### src/rtl/comm_pkg.sv
package comm_pkg;

   // Number of electrical sectors in one commutation period
   localparam int unsigned NUM_SECTORS = 6;

   typedef logic [2:0] sector_t;

   typedef struct packed {
      logic u;
      logic v;
      logic w;
   } phase_t;

   // Six-step pattern: U rises entering sector 0, V entering 2, W entering 4
   function automatic phase_t sector_to_phase(input sector_t s);
      phase_t p;
      unique case (s)
         3'd0:    p = '{u: 1'b1, v: 1'b0, w: 1'b1};
         3'd1:    p = '{u: 1'b1, v: 1'b0, w: 1'b0};
         3'd2:    p = '{u: 1'b1, v: 1'b1, w: 1'b0};
         3'd3:    p = '{u: 1'b0, v: 1'b1, w: 1'b0};
         3'd4:    p = '{u: 1'b0, v: 1'b1, w: 1'b1};
         3'd5:    p = '{u: 1'b0, v: 1'b0, w: 1'b1};
         default: p = '{u: 1'b1, v: 1'b0, w: 1'b1};
      endcase
      return p;
   endfunction

endpackage

### src/rtl/comm_zero_fold.sv
module comm_zero_fold #(
   parameter int unsigned ZERO_W    = 8,
   parameter int unsigned POSITIONS = 192,
   parameter int unsigned FOLD_SUB  = 80,
   parameter int unsigned POS_W     = $clog2(POSITIONS)
) (
   input  logic [ZERO_W-1:0] zero_code,
   output logic [POS_W-1:0]  zero_pos
);
   localparam int unsigned CODE_MAX = (1 << ZERO_W) - 1;

   if (FOLD_SUB > POSITIONS || (CODE_MAX - FOLD_SUB) >= POSITIONS) begin : g_bad_fold
      $error("comm_zero_fold: folded codes would leave the position range");
   end

   logic [ZERO_W-1:0] folded;

   always_comb begin
      if (zero_code >= ZERO_W'(POSITIONS)) begin
         folded = zero_code - ZERO_W'(FOLD_SUB);
      end else begin
         folded = zero_code;
      end
      zero_pos = POS_W'(folded);
   end

   // the folded position always lands inside the grid
   always_comb begin
      assert_pos_in_range_R3: assert (zero_pos < POS_W'(POSITIONS));
   end

endmodule

### src/rtl/comm_sector.sv
module comm_sector
   import comm_pkg::*;
#(
   parameter int unsigned ANG_W     = 12,
   parameter int unsigned POSITIONS = 192,
   parameter int unsigned POS_W     = $clog2(POSITIONS)
) (
   input  logic [ANG_W-1:0] angle,
   input  logic [POS_W-1:0] zero_pos,
   input  logic             pole_sel,
   output sector_t          sector
);
   localparam int unsigned PROD_W = ANG_W + POS_W;
   localparam int unsigned HALF   = POSITIONS / 2;
   localparam int unsigned STEP2  = POSITIONS / NUM_SECTORS;
   localparam int unsigned STEP4  = STEP2 / 2;
   localparam bit          POW2   = (STEP2 & (STEP2 - 1)) == 0;

   if (POSITIONS % (2 * NUM_SECTORS) != 0) begin : g_bad_grid
      $error("comm_sector: POSITIONS must be a multiple of 12");
   end

   logic [PROD_W-1:0] prod;
   logic [POS_W-1:0]  grid_pos;
   logic [POS_W:0]    sum;
   logic [POS_W-1:0]  rel;
   logic [POS_W-1:0]  elec;
   logic [POS_W-1:0]  sec2;
   logic [POS_W-1:0]  sec4;

   always_comb begin
      prod     = PROD_W'(angle) * PROD_W'(POSITIONS);
      grid_pos = prod[PROD_W-1:ANG_W];
      sum      = {1'b0, grid_pos} + (POS_W+1)'(POSITIONS) - {1'b0, zero_pos};
      if (sum >= (POS_W+1)'(POSITIONS)) begin
         rel = POS_W'(sum - (POS_W+1)'(POSITIONS));
      end else begin
         rel = POS_W'(sum);
      end
      if (pole_sel && rel >= POS_W'(HALF)) begin
         elec = rel - POS_W'(HALF);
      end else begin
         elec = rel;
      end
   end

   if (POW2) begin : g_shift_div
      localparam int unsigned SH2 = $clog2(STEP2);
      assign sec2 = elec >> SH2;
      assign sec4 = elec >> (SH2 - 1);
   end else begin : g_const_div
      assign sec2 = elec / POS_W'(STEP2);
      assign sec4 = elec / POS_W'(STEP4);
   end

   assign sector = pole_sel ? sector_t'(sec4) : sector_t'(sec2);

endmodule

### src/rtl/comm_wave_reg.sv
module comm_wave_reg
   import comm_pkg::*;
(
   input  logic    clk,
   input  logic    rst_n,
   input  logic    load,
   input  sector_t sector,
   output phase_t  phase
);
   always_ff @(posedge clk) begin
      if (!rst_n) begin
         phase <= sector_to_phase(3'd0);
      end else if (load) begin
         phase <= sector_to_phase(sector);
      end
   end

   // a loaded sector is one of the six steps
   assert_sector_legal_R5: assert property (@(posedge clk) disable iff (!rst_n)
      load |-> (sector < sector_t'(NUM_SECTORS)));

   // no load, no change
   assert_hold_without_valid_R8: assert property (@(posedge clk) disable iff (!rst_n)
      !load |=> $stable(phase));

   // never all low or all high
   assert_no_flat_state_R9: assert property (@(posedge clk) disable iff (!rst_n)
      ($countones(phase) == 1) || ($countones(phase) == 2));

endmodule

### src/rtl/comm_gen.sv
module comm_gen
   import comm_pkg::*;
#(
   parameter int unsigned ANG_W     = 12,
   parameter int unsigned ZERO_W    = 8,
   parameter int unsigned POSITIONS = 192,
   parameter int unsigned FOLD_SUB  = 80
) (
   input  logic              clk,
   input  logic              rst_n,
   input  logic              angle_valid,
   input  logic [ANG_W-1:0]  angle,
   input  logic              pole_sel,
   input  logic [ZERO_W-1:0] zero_code,
   output logic              u_out,
   output logic              v_out,
   output logic              w_out
);
   localparam int unsigned POS_W = $clog2(POSITIONS);

   if (ANG_W < POS_W) begin : g_bad_ang
      $error("comm_gen: angle narrower than the position grid");
   end

   logic [POS_W-1:0] zero_pos;
   sector_t          sector;
   phase_t           phase;

   comm_zero_fold #(
      .ZERO_W    (ZERO_W),
      .POSITIONS (POSITIONS),
      .FOLD_SUB  (FOLD_SUB),
      .POS_W     (POS_W)
   ) u_fold (
      .zero_code (zero_code),
      .zero_pos  (zero_pos)
   );

   comm_sector #(
      .ANG_W     (ANG_W),
      .POSITIONS (POSITIONS),
      .POS_W     (POS_W)
   ) u_sector (
      .angle     (angle),
      .zero_pos  (zero_pos),
      .pole_sel  (pole_sel),
      .sector    (sector)
   );

   comm_wave_reg u_wave (
      .clk    (clk),
      .rst_n  (rst_n),
      .load   (angle_valid),
      .sector (sector),
      .phase  (phase)
   );

   assign u_out = phase.u;
   assign v_out = phase.v;
   assign w_out = phase.w;

   // the first edge after reset leaves the sector-0 state unless a sample loads
   assert_reset_state_R1: assert property (@(posedge clk) disable iff (!rst_n)
      ($past(!rst_n) && !angle_valid) |=> ({u_out, v_out, w_out} == 3'b101));

endmodule

### config.mk
export PLATFORM = sky130hd
export DESIGN_NAME = comm_gen
export DESIGN_NICKNAME = d
export VERILOG_FILES = /design/src/rtl/comm_pkg.sv /design/src/rtl/comm_zero_fold.sv /design/src/rtl/comm_sector.sv /design/src/rtl/comm_wave_reg.sv /design/src/rtl/comm_gen.sv
export SDC_FILE = /design/constraint.sdc
export NUM_CORES = 1
export LEC_CHECK = 0
export BUFFER_PORTS_ARGS = -buffer_cell sky130_fd_sc_hd__buf_2
export CAP_MARGIN = 20
export CORE_MARGIN = 2
export CORE_UTILIZATION = 57
export CTS_BUF_LIST = sky130_fd_sc_hd__clkbuf_4
export DETAILED_ROUTE_END_ITERATION = 10
export PLACE_DENSITY = 0.84
export SLEW_MARGIN = 5
export SYNTH_ARGS = -nofsm -noshare
export SYNTH_HDL_FRONTEND = slang
export SYNTH_SLANG_ARGS = --single-unit
### constraint.sdc
create_clock -name clk -period 8.5 [get_ports clk]
set_input_delay 1.7 -clock clk [delete_from_list [all_inputs] [get_ports clk]]
set_output_delay 1.7 -clock clk [all_outputs]
set_load 0.05 [all_outputs]
* Word-level counts from Yosys, hierarchy flattened
Cells that the tools add are included.
** Storage, ports and cells
- Bits of input ports :: 24
- Bits in registers :: 3
- Output and inout port bits :: 3
- Logic and storage cells :: 23
** Cells by class
- Multiply operators :: 1
- Magnitude comparators :: 3
- Reduce and logical (&&, ||, !) cells :: 1
- Muxes and demuxes :: 5
- $add $sub $neg :: 5
- Equality and inequality tests :: 5
** Operator list (count)
- $mux W8 :: 3
- $sub A8 B7 Y8 const B :: 2
- $pmux W3 S5 :: 1
- $mul A12 B2 Y14 const B :: 1
- $add A8 B8 Y9 const B :: 1
- $ge A9 B8 Y1 const B :: 1
- $sub A9 B8 Y9 :: 1
- $ge A8 B7 Y1 const B :: 1
- $ge A8 B8 Y1 const B :: 1
- $sub A8 B8 Y8 const B :: 1
- $eq A3 B2 Y1 const B :: 2
- $eq A3 B3 Y1 const B :: 2
- $eq A3 B1 Y1 const B :: 1
- $mux W3 :: 1
- $logic_and A1 B1 Y1 :: 1

* Depth between registers and ports, before layout
Gate-level depths: netlist of the first run.
- Depth in word-level cells :: 11
- Mapped depth :: 29
- Mapped depth without buffers :: 29

* Cells and area by module
From an unflattened synthesis of the first run, not the netlist that was laid out.
** Second synthesis, totals
- Cell total of the unflattened synthesis :: 158
- Area, all modules :: 1262.5 um^2
** By module, submodules not included
- comm_sector :: area an instance 1038.5 um^2, cells an instance 130, instances 1
- comm_wave_reg :: area an instance 131.4 um^2, cells an instance 15, instances 1
- comm_zero_fold :: area an instance 92.6 um^2, cells an instance 13, instances 1

* Worst setup path before layout of the first run
Ideal clock, no wire load.
- Kind :: input -> register
- Start point :: input port angle[1]
- End point :: register u_wave.phase[1] (netlist name)
- Arrival time :: 7303 ps
- Stages on the path :: 27
- Setup slack :: 1077 ps
- Setup time :: 120 ps
- Data required time :: 8380 ps
- Cells stage by stage :: ha_1 -> a31o_1 -> a21o_1 -> a21o_1 -> a21o_1 -> a22o_1 -> o41a_1 -> a21oi_1 -> xor2_1 -> ha_1 -> ha_1 -> and3_1 -> a221oi_1 -> xnor2_1 -> inv_1 -> ha_1 -> nand2_1 -> mux2_4 -> o211a_4 -> mux2_4 -> ha_1 -> o211ai_1 -> and2b_1 -> a32oi_1 -> o31ai_4 -> and4b_1 -> a211o_1
** Between the ends
- Word-level cells in the longest chain between the ends :: 11
- Elaborated cells on any way between the ends :: 17
- Classes of those cells :: 4 x add/sub; 1 x mul; 2 x order compare; 5 x eq/ne; 4 x mux; 1 x reduce/logical
** Ends and longest elaborated chain
- start: declaration :: line comm_gen.sv:12 : input logic [ANG_W-1:0] angle,
- $mul A12 B2 Y14 (*) :: line comm_sector.sv:32 : prod = PROD_W'(angle) * PROD_W'(POSITIONS);
- $add A8 B8 Y9 (*) :: line comm_sector.sv:34 : sum = {1'b0, grid_pos} + (POS_W+1)'(POSITIONS) - {1'b0, zero_pos};
- $sub A9 B8 Y9 (*) :: line comm_sector.sv:34
- $sub A8 B8 Y8 or $ge A9 B8 Y1 (tied branches) :: line comm_sector.sv:36, comm_sector.sv:35
- $mux W8 (*) :: line comm_sector.sv:35 : if (sum >= (POS_W+1)'(POSITIONS)) begin
- $ge A8 B7 Y1 :: line comm_sector.sv:40 : if (pole_sel && rel >= POS_W'(HALF)) begin
- $logic_and A1 B1 Y1 :: line comm_sector.sv:40
- $mux W8 (*) :: line comm_sector.sv:40
- $mux W3 (*) :: line comm_sector.sv:56 : assign sector = pole_sel ? sector_t'(sec4) : sector_t'(sec2);
- $eq A3 B3 Y1 (tied with other cells) :: line comm_pkg.sv:17 : unique case (s)
- $pmux W3 S5 (*) :: line comm_pkg.sv:17
Mark *: on every way between the ends. The rest lies on a longest branch, timed or not.
A chain may end at the register's enable or synchronous reset.

* Final worst setup path of the first run
- Start point :: input port angle[1]
- End point :: register u_wave.phase[1] (netlist name)
** Between the ends
- Word-level cells in the longest chain between the ends :: 11
- Elaborated cells on any way between the ends :: 17
- Classes of those cells :: 4 x add/sub; 1 x mul; 2 x order compare; 5 x eq/ne; 4 x mux; 1 x reduce/logical
** Ends and longest elaborated chain (line)
- $mul A12 B2 Y14 (*) :: comm_sector.sv:32
- $add A8 B8 Y9 (*) :: comm_sector.sv:34
- $sub A9 B8 Y9 (*) :: comm_sector.sv:34
- $sub A8 B8 Y8 or $ge A9 B8 Y1 (tied branches) :: comm_sector.sv:36, comm_sector.sv:35
- $mux W8 (*) :: comm_sector.sv:35
- $ge A8 B7 Y1 :: comm_sector.sv:40
- $logic_and A1 B1 Y1 :: comm_sector.sv:40
- $mux W8 (*) :: comm_sector.sv:40
- $mux W3 (*) :: comm_sector.sv:56
- $eq A3 B3 Y1 (tied with other cells) :: comm_pkg.sv:17
- $pmux W3 S5 (*) :: comm_pkg.sv:17
Marks and branches as above.

==> results of run 1 <==
[report_power, final]
group	internal [mW]	switching, mW	leakage [nW]
clock network	0.0208	0.00815	0.0184
registers	0.0191	0.00214	0.0247
logic	0.145	0.188	0.746
total	0.185	0.198	0.789
[cells by family (layout without fill, tap and decap cells)]
kind of cell,count (synthesis),count (layout),share of synthesized area [%]
compound gates,46,46,29.8
simple gates,42,42,18.0
fa+ha+maj,30,30,30.2
buf+inv,24,54,7.11
xor+xnor,10,10,6.92
mux,3,3,3.16
flops,3,3,4.74
[metal layers]
layer | wire length (um) | up-vias | part of all wire [%]
met4 | 51 | 0 | 2.0
met3 | 75 | 7 | 2.9
li1 | - | 640 | -
met1 | 1000 | 528 | 39
met5 | 0 | - | 0
met2 | 1430 | 25 | 56
[final cells by class]
type | instances | share of cell area, %
clock buffer | 4 | 2.05
inverter | 24 | 6.16
multi-input combinational | 131 | 76.4
sequential | 3 | 4.11
tap | 28 | 2.40
timing repair buffer | 26 | 8.90
[worst min path at each step]
stage                                       from  slack, ns                      endpoint
floorplan           u_wave.phase[2]$_SDFFE_PN1P_       0.73  u_wave.phase[2]$_SDFFE_PN1P_
global placement    u_wave.phase[2]$_SDFFE_PN1P_       0.51  u_wave.phase[2]$_SDFFE_PN1P_
detailed placement  u_wave.phase[2]$_SDFFE_PN1P_       0.51  u_wave.phase[2]$_SDFFE_PN1P_
CTS                 u_wave.phase[2]$_SDFFE_PN1P_       0.52  u_wave.phase[2]$_SDFFE_PN1P_
global route        u_wave.phase[2]$_SDFFE_PN1P_       0.56  u_wave.phase[2]$_SDFFE_PN1P_
finish              u_wave.phase[2]$_SDFFE_PN1P_       0.52  u_wave.phase[2]$_SDFFE_PN1P_
[cells in the mapped netlist (all sizes together) (3+ instances only)]
cell,instances
inv,23
ha,29
nor2b,3
nor2,17
o21ai,4
nand2,6
a211oi,3
a22oi,3
nand2b,3
a21o,6
xnor2,7
xor2,3
dfxtp,3
a21oi,8
[critical path, cell delays in order]
cell and delay (ns):
sky130_fd_sc_hd__buf_2 0.11, sky130_fd_sc_hd__ha_1 0.29, sky130_fd_sc_hd__a31o_1 0.21, sky130_fd_sc_hd__a21o_1 0.17, sky130_fd_sc_hd__a21o_1 0.16, sky130_fd_sc_hd__a21o_1 0.20, sky130_fd_sc_hd__a22o_1 0.24, sky130_fd_sc_hd__o41a_1 0.35
sky130_fd_sc_hd__a21oi_1 0.27, sky130_fd_sc_hd__xor2_1 0.18, sky130_fd_sc_hd__ha_1 0.25, sky130_fd_sc_hd__ha_1 0.37, sky130_fd_sc_hd__and3_1 0.19, sky130_fd_sc_hd__a221oi_1 0.36, sky130_fd_sc_hd__xnor2_1 0.21, sky130_fd_sc_hd__inv_1 0.09
sky130_fd_sc_hd__ha_1 0.17, sky130_fd_sc_hd__nand2_1 0.07, sky130_fd_sc_hd__mux2_4 0.28, sky130_fd_sc_hd__o211a_4 0.26, sky130_fd_sc_hd__mux2_4 0.33, sky130_fd_sc_hd__ha_1 0.21, sky130_fd_sc_hd__o211ai_1 0.18, sky130_fd_sc_hd__and2b_1 0.20
sky130_fd_sc_hd__a32oi_1 0.11, sky130_fd_sc_hd__o31ai_4 0.31, sky130_fd_sc_hd__and4b_1 0.24, sky130_fd_sc_hd__a211o_1 0.26
[metrics by stage]
stage,instance area (um^2),utilization [%],cells
6_report,1460,68.0,216
5_1_grt,1460,68.0,216
4_1_cts,1460,68.0,216
3_5_place_dp,1430,66.6,212
3_3_place_gp,1430,66.6,212
2_1_floorplan,1270,-,158
[cells in the final DEF, fill, tap and decap left out, types with 2 or more instances in the layout]
cell                       Yosys  layout
sky130_fd_sc_hd__a22oi_1       2       2
sky130_fd_sc_hd__xnor2_1       7       7
sky130_fd_sc_hd__ha_1         29      29
sky130_fd_sc_hd__nor2b_1       3       3
sky130_fd_sc_hd__nand2b_1      3       3
sky130_fd_sc_hd__xor2_1        3       3
sky130_fd_sc_hd__nor3b_1       2       2
sky130_fd_sc_hd__inv_1        23      23
sky130_fd_sc_hd__buf_2         0      26
sky130_fd_sc_hd__clkbuf_4      0       4
sky130_fd_sc_hd__o21ai_0       2       2
sky130_fd_sc_hd__dfxtp_1       3       3
sky130_fd_sc_hd__nand2_1       6       6
sky130_fd_sc_hd__a21oi_1       8       8
sky130_fd_sc_hd__nor3_1        2       2
sky130_fd_sc_hd__o211ai_1      2       2
sky130_fd_sc_hd__a211oi_1      3       3
sky130_fd_sc_hd__and3b_1       2       2
sky130_fd_sc_hd__mux2_4        2       2
sky130_fd_sc_hd__nor2_1       16      16
sky130_fd_sc_hd__a21o_1        6       6
sky130_fd_sc_hd__o21ai_1       2       2
==> impl_summary.md, run 1 <==
Clocking
The total setup buffers inserted after CTS is 0. Counting the buffers created by CTS gives 3. Clock-pin slew was measured on the worst setup and hold paths at 0.04 ns.

In this run the number of H-tree levels came out at 1. The clock network latency to the later pin of the worst-skew pair is 0.24 ns. The post-cts hold buffer count is 0. In this run, post-CTS repair resized a total of 0 instances.

The master cell of the clock root buffer is sky130_fd_sc_hd__clkbuf_4. Counting every sink on the clock net gives 3. The maximum buffer depth of the clock tree is 2.

TritonCTS built the clock tree.

Final layout
In the final layout, the multi-input gates occupy 0.00112 mm^2. The layout filler cell count is 194. Cells with a size suffix above 1 make up 21.3% of the layout.

From synthesis to final layout, the design area changed by 15.4%. The repair_antennas step left the layout with diodes totalling 0. The register with the most flip-flops in the layout has 3 of them.

The number of nets in the final layout is 243. The largest registers in the layout are u_wave.phase (3). Counting flops per register, the top entry is u_wave.phase. The area taken by flip-flops and latches is 60.1 um^2.

Drt
The final wirelength is 2560 um. After detailed routing, the number of vias per cell comes to 5.56. In the routed design, unresolved DRC markers number 0.

The detail route stage leaves a number of antenna-violating nets equal to 0. The detailed router finished its first iteration with 9 violations. In the final routed layout, each cell accounts on average for 11.9 um. For this run, the detailed router's first-pass iteration total came to 4. The total number of vias is 1200.

Critical path
Along the worst path, the maximum fanout reaches 6. In this run the worst setup path begins at angle[1]. The endpoint arrival time on the critical path is 7.94 ns. In this run the critical register-to-register path is captured at u_wave.phase[1]$_SDFFE_PN0P_. For the worst setup path, the data required time is 8.62 ns. The number of cells traversed by the worst register-to-register path is 2. The worst setup path is captured at a register. The capturing instance or port of the critical path is u_wave.phase[1]$_SDFFE_PN0P_.

The path type of the worst setup path is in -> reg. The origin of the critical flop-to-flop path is u_wave.phase[1]$_SDFFE_PN0P_. The sort of element at the start of the critical path is an input pin.

The flop-to-flop setup slack is 7.70 ns.

Synthesis
Dividing the synthesized area by the synthesized cell count gives 8.01 um^2. Counting distinct cell types in the post-synthesis netlist gives 52. The synthesized net count is 212. The most common flop cell mapped by yosys is sky130_fd_sc_hd__dfxtp_1.

The proportion of netlist area held by the largest area contributor is 28.7%. Yosys printed 0 warnings. The total of flip-flops plus latches after synthesis is 3. The sequential area share after synthesis is 4.74%.

The post-synth design cell area is 0.00127 mm^2. The post-synthesis instance total is 158. In this run, synthesis inferred 0 flip-flops with an integrated enable. The biggest area contributor in the post-synthesis netlist is sky130_fd_sc_hd__ha_1. Yosys attributes the largest share of cell area to sky130_fd_sc_hd__ha_1, sky130_fd_sc_hd__inv_1, sky130_fd_sc_hd__xnor2_1. After synthesis, the share of flip-flops with an asynchronous set or reset is 0%.

STA
The worst pin sits at a relative slew slack of 71.7%. The maximum clock skew at final layout is 0 ns. Setup slack on the critical path of the routed design comes to 0.681 ns.

Setup total negative slack on the finished layout was measured at 0 ns. The number of pins exceeding their max-slew limit in the final report is 0. The number of failing hold endpoints at the final stage came to 0. The slew at the pin with the worst max-slew slack is 0.421 ns. The tightest hold path in the finished design has a slack of 0.518 ns. Setup repair after global routing left no endpoint under its margin.

The highest achievable clock rate is 128 MHz. After layout, the minimum clock period comes to 7.82 ns. Dividing the final minimum period by the clock period gives 92.0%. Setup violations remaining at the end of the flow were counted as 0.

Floorplan
The overall die height is 51.1 um. The die covers 0.00261 mm^2. The die extent in x is 51.1 um. 27 I/O pins were placed. The area of the core is 0.00215 mm^2. After floorplanning, the core was divided into 17 placement rows. The starting density of the core is 58.9%.

GRT
For this run, global-route usage on met2 was measured as 43.5%. The largest net degree at the start of global routing is 8. The via count of the first global-routing pass is 1171. The initial antenna violation count was 0.

In the global route stage, met1 resource usage came out at 24.2%. Global routing used 22.4% of the available tracks across all layers. The first global-routing pass estimated 4570 um of wire. For this run, global-route usage on met3 was measured as 3.22%. The routing layer with the top usage in global route is met2. The residual overflow from global routing is 0.

Min path
Counting instances, the worst hold path has a depth of 2. In this run the worst hold path is classified as reg -> reg.

Run status
The run finished with clean final reports.

Place
During placement, the flow inserted port buffers numbering 26. The routability-driven placement congestion ratio is 0.761. Detailed placement ended at an HPWL of 2310 um. The worst slack at placement is 0.433 ns.

Power
In this run the static leakage power is 0.789 nW. The worst-case IR drop observed on VDD is 0.000153 V. The power density over the cells is 262 mW/mm^2. Power comes to 0.383 mW.

Flow run
The count of maximum capacitance violations is 0.
Power figures use the tool's default switching activity.
==> run 2: changes to the inputs <==
- PLACE_DENSITY: 0.84 -> default
- PLACE_DENSITY_LB_ADDON: default -> 0.1
- REMOVE_ABC_BUFFERS: default -> 1
==> impl_summary.md, run 2 (synthesized netlist as in run 1, its figures left out) <==
Run status
Status: completed (unchanged).

Final layout
The number of nets in the final layout is 243 (unchanged). The final cell area excluding filler cells came to 0.00146 mm^2 (unchanged). The area added between synthesis and finish is 15.4% (unchanged).

Biggest registers after layout: u_wave.phase (3) (unchanged). The non-filler instance count after layout is 216 (unchanged). The antenna diode count was 0 (unchanged). The number of flip-flops under the largest register name was 3 (unchanged). The fraction of final layout cells sized beyond drive strength 1 is 21.3% (unchanged). Most used cells in the layout excluding fill and tap cells: sky130_fd_sc_hd__ha_1, sky130_fd_sc_hd__buf_2, sky130_fd_sc_hd__inv_1 (unchanged). The most common library cell in the layout ignoring fill and taps is sky130_fd_sc_hd__ha_1 (unchanged).

The layout filler cell count is 187 (was 194). The register containing the most flip-flops in the final layout is u_wave.phase (unchanged).

Place
The HPWL reported at the end of detailed placement is 2110 um (was 2310 um). The count of port buffers added during placement came to 26 (unchanged). The placed standard-cell area came to 0.00143 mm^2 (unchanged). The number of instances in the placed design is 212 (unchanged).

The routability-driven placement congestion ratio was 0.812 (was 0.761).

Min path
The class of the tightest hold or removal check is reg -> reg (unchanged). The launch point of the worst hold path is u_wave.phase[2]$_SDFFE_PN1P_ (unchanged). The cell depth of the worst hold path is 2 (unchanged).

The end point of the most critical hold path is u_wave.phase[2]$_SDFFE_PN1P_ (unchanged).

STA
The slew at the pin with the worst max-slew slack was 0.425 ns (was 0.421 ns). The remaining max-slew budget at the tightest pin was 71.4% (was 71.7%). The shortest clock period the worst path allows after layout is 7.75 ns (was 7.82 ns). The highest achievable clock rate is 129 MHz (was 128 MHz). Setup repair after global routing missed its margin: no (unchanged). The final-layout setup total negative slack is 0 ns (unchanged). The maximum clock skew at final layout came to 0 ns (unchanged). The number of failing hold endpoints at the final stage is 0 (unchanged). The share of the clock period used by the worst path was 91.2% (was 92.0%).

The setup violation total in the final timing report was 0 (unchanged). The number of pins exceeding their max-slew limit in the final report is 0 (unchanged).

Clocking
The clock tree from TritonCTS is built (unchanged). The total clock sinks is 3 (unchanged). The total setup buffers inserted after CTS is 0 (unchanged). The clock transition at the register clock pins on the worst setup and hold paths after CTS was 0.04 ns (about the same).

The post-cts repair resize count came to 0 (unchanged). The maximum buffer depth of the clock tree came to 2 (unchanged). The clock network latency to the later pin of the worst-skew pair came to 0.24 ns (about the same). The post-cts hold buffer count is 0 (unchanged). The total CTS buffers is 3 (unchanged).

The H-tree depth reported by CTS is 1 (unchanged). The master cell of the clock root buffer is sky130_fd_sc_hd__clkbuf_4 (unchanged).

Floorplan
The starting density of the core is 58.9% (unchanged). The site row count is 17 (unchanged). The area of the core is 0.00215 mm^2 (unchanged). The number of top-level design ports is 27 (unchanged). The die extent in x is 51.1 um (unchanged). The full die area is 0.00261 mm^2 (unchanged). The overall die height came to 51.1 um (unchanged).

Critical path
The most prevalent standard cell on the critical path is sky130_fd_sc_hd__ha_1 (unchanged). The flop-to-flop setup slack is 7.71 ns (was 7.70 ns). The sort of element at the start of the critical path is an input pin (unchanged). The origin of the critical flop-to-flop path was u_wave.phase[1]$_SDFFE_PN0P_ (unchanged). The peak per-stage delay on the critical path is 0.36 ns (was 0.37 ns). The destination of the worst register-to-register timing path is u_wave.phase[1]$_SDFFE_PN0P_ (unchanged). The highest fanout seen on the critical path was 6 (unchanged). The path type of the worst setup path is in -> reg (unchanged). The data required time at the worst endpoint was 8.63 ns (was 8.62 ns). The library cell contributing the largest single delay on the critical path is sky130_fd_sc_hd__ha_1 (unchanged). The category of the worst setup path capture point is a register (unchanged). The endpoint arrival time on the critical path is 7.87 ns (was 7.94 ns).

The number of cells traversed by the worst register-to-register path came to 2 (unchanged).

Drt
The final wirelength is 2490 um (was 2560 um). The DRC violation count after routing came to 0 (unchanged). The first-iteration detailed-routing DRC count is 11 (was 9). The total number of vias is 1191 (was 1200). The first-pass iteration count of the detailed router came to 2 (was 4). The routed length per instance is 11.5 um (was 11.9 um). The post-route antenna net violation count is 0 (unchanged). The per-cell via count in the routed design is 5.51 (was 5.56).

Power
The internal power is 0.184 mW (was 0.185 mW). The overall power consumption is 0.380 mW (was 0.383 mW). The highest ir drop seen on vdd came to 0.000233 V (was 0.000153 V).

The power density over the cells is 260 mW/mm^2 (was 262 mW/mm^2). The proportion of power drawn by the clock network came to 7.7% (was 7.6%). The reported leakage power is 0.789 nW (unchanged).

The net switching power is 0.196 mW (was 0.198 mW). The switching portion of total power is 51.6% (was 51.7%). The combinational group share of total power was 86.8% (was 86.9%).

The share of power burned in registers is 5.5% (about the same).

Flow run
The count of maximum capacitance violations is 0 (unchanged).

GRT
The global-route wire length before repair is 4280 um (was 4570 um). The initial antenna violation count is 0 (unchanged). The largest net degree at the start of global routing is 8 (unchanged). The via count of the first global-routing pass is 1145 (was 1171).

The residual overflow from global routing is 0 (unchanged). The total global routing track utilization is 21.1% (was 22.4%).
run 2: cell counts in the layout (fill, tap and decap cells not counted):
Identical to the previous run, type by type.
run 2: layout make-up:
cell class	count	area (um^2)	area share [%]
inverter	24	90.1	6.16
multi-input combinational	131	1120	76.4
sequential	3	60.1	4.11
tap	28	35.0	2.40
timing repair buffer	26	130	8.90
clock buffer	4	30.0	2.05
run 2: per-layer routing:
| metal | wire [um] | track usage, % | share of wire [%] |
|---|---|---|---|
| met1 | 1160 | 23.5 | 47 |
| met2 | 1200 | 39.4 | 48 |
| met3 | 80 | 3.22 | 3.2 |
| met4 | 42 | 8.11 | 1.7 |
| met5 | 0 | 0 | 0 |
run 2: worst max-delay path by stage:
stage | start | endpoint | cells after the start
after global routing | angle[1] | u_wave.phase[1]$_SDFFE_PN0P_ | 30
after global placement | angle[1] | u_wave.phase[1]$_SDFFE_PN0P_ | 29
after detailed placement | angle[1] | u_wave.phase[1]$_SDFFE_PN0P_ | 29
after CTS | angle[1] | u_wave.phase[1]$_SDFFE_PN0P_ | 29
after floorplan | angle[1] | u_wave.phase[1]$_SDFFE_PN0P_ | 27
final | angle[1] | u_wave.phase[1]$_SDFFE_PN0P_ | 29
run 2: power by group through the flow:
| stage | registers, mW | clock network (mW) | logic, mW |
|---|---|---|---|
| after floorplan | 0.0367 | 0 | 0.259 |
| after global placement | 0.0209 | 0 | 0.317 |
| after detailed placement | 0.0212 | 0 | 0.329 |
| after CTS | 0.0209 | 0.0297 | 0.331 |
| after global routing | 0.0214 | 0.0309 | 0.370 |
| final | 0.0208 | 0.0293 | 0.330 |
run 2: worst max-delay path, delay by kind of cell:
family                   cells  cell delay (ns)
AO/OA/AOI/OAI               14             3.19
adder cells (fa/ha/maj)      5             1.20
AND/OR/NAND/NOR              4             0.67
multiplexers                 2             0.52
XOR/XNOR                     2             0.41
buffers and inverters        2             0.20
run 2: through the flow:
stage	worst slack, ns	util [%]	hold WS, ns
after floorplan	1.08	-	0.726
after global placement	0.587	66.6	0.514
after detailed placement	0.508	66.6	0.519
after CTS	0.755	68.0	0.529
after global routing	0.424	68.0	0.556
final	0.751	68.0	0.524
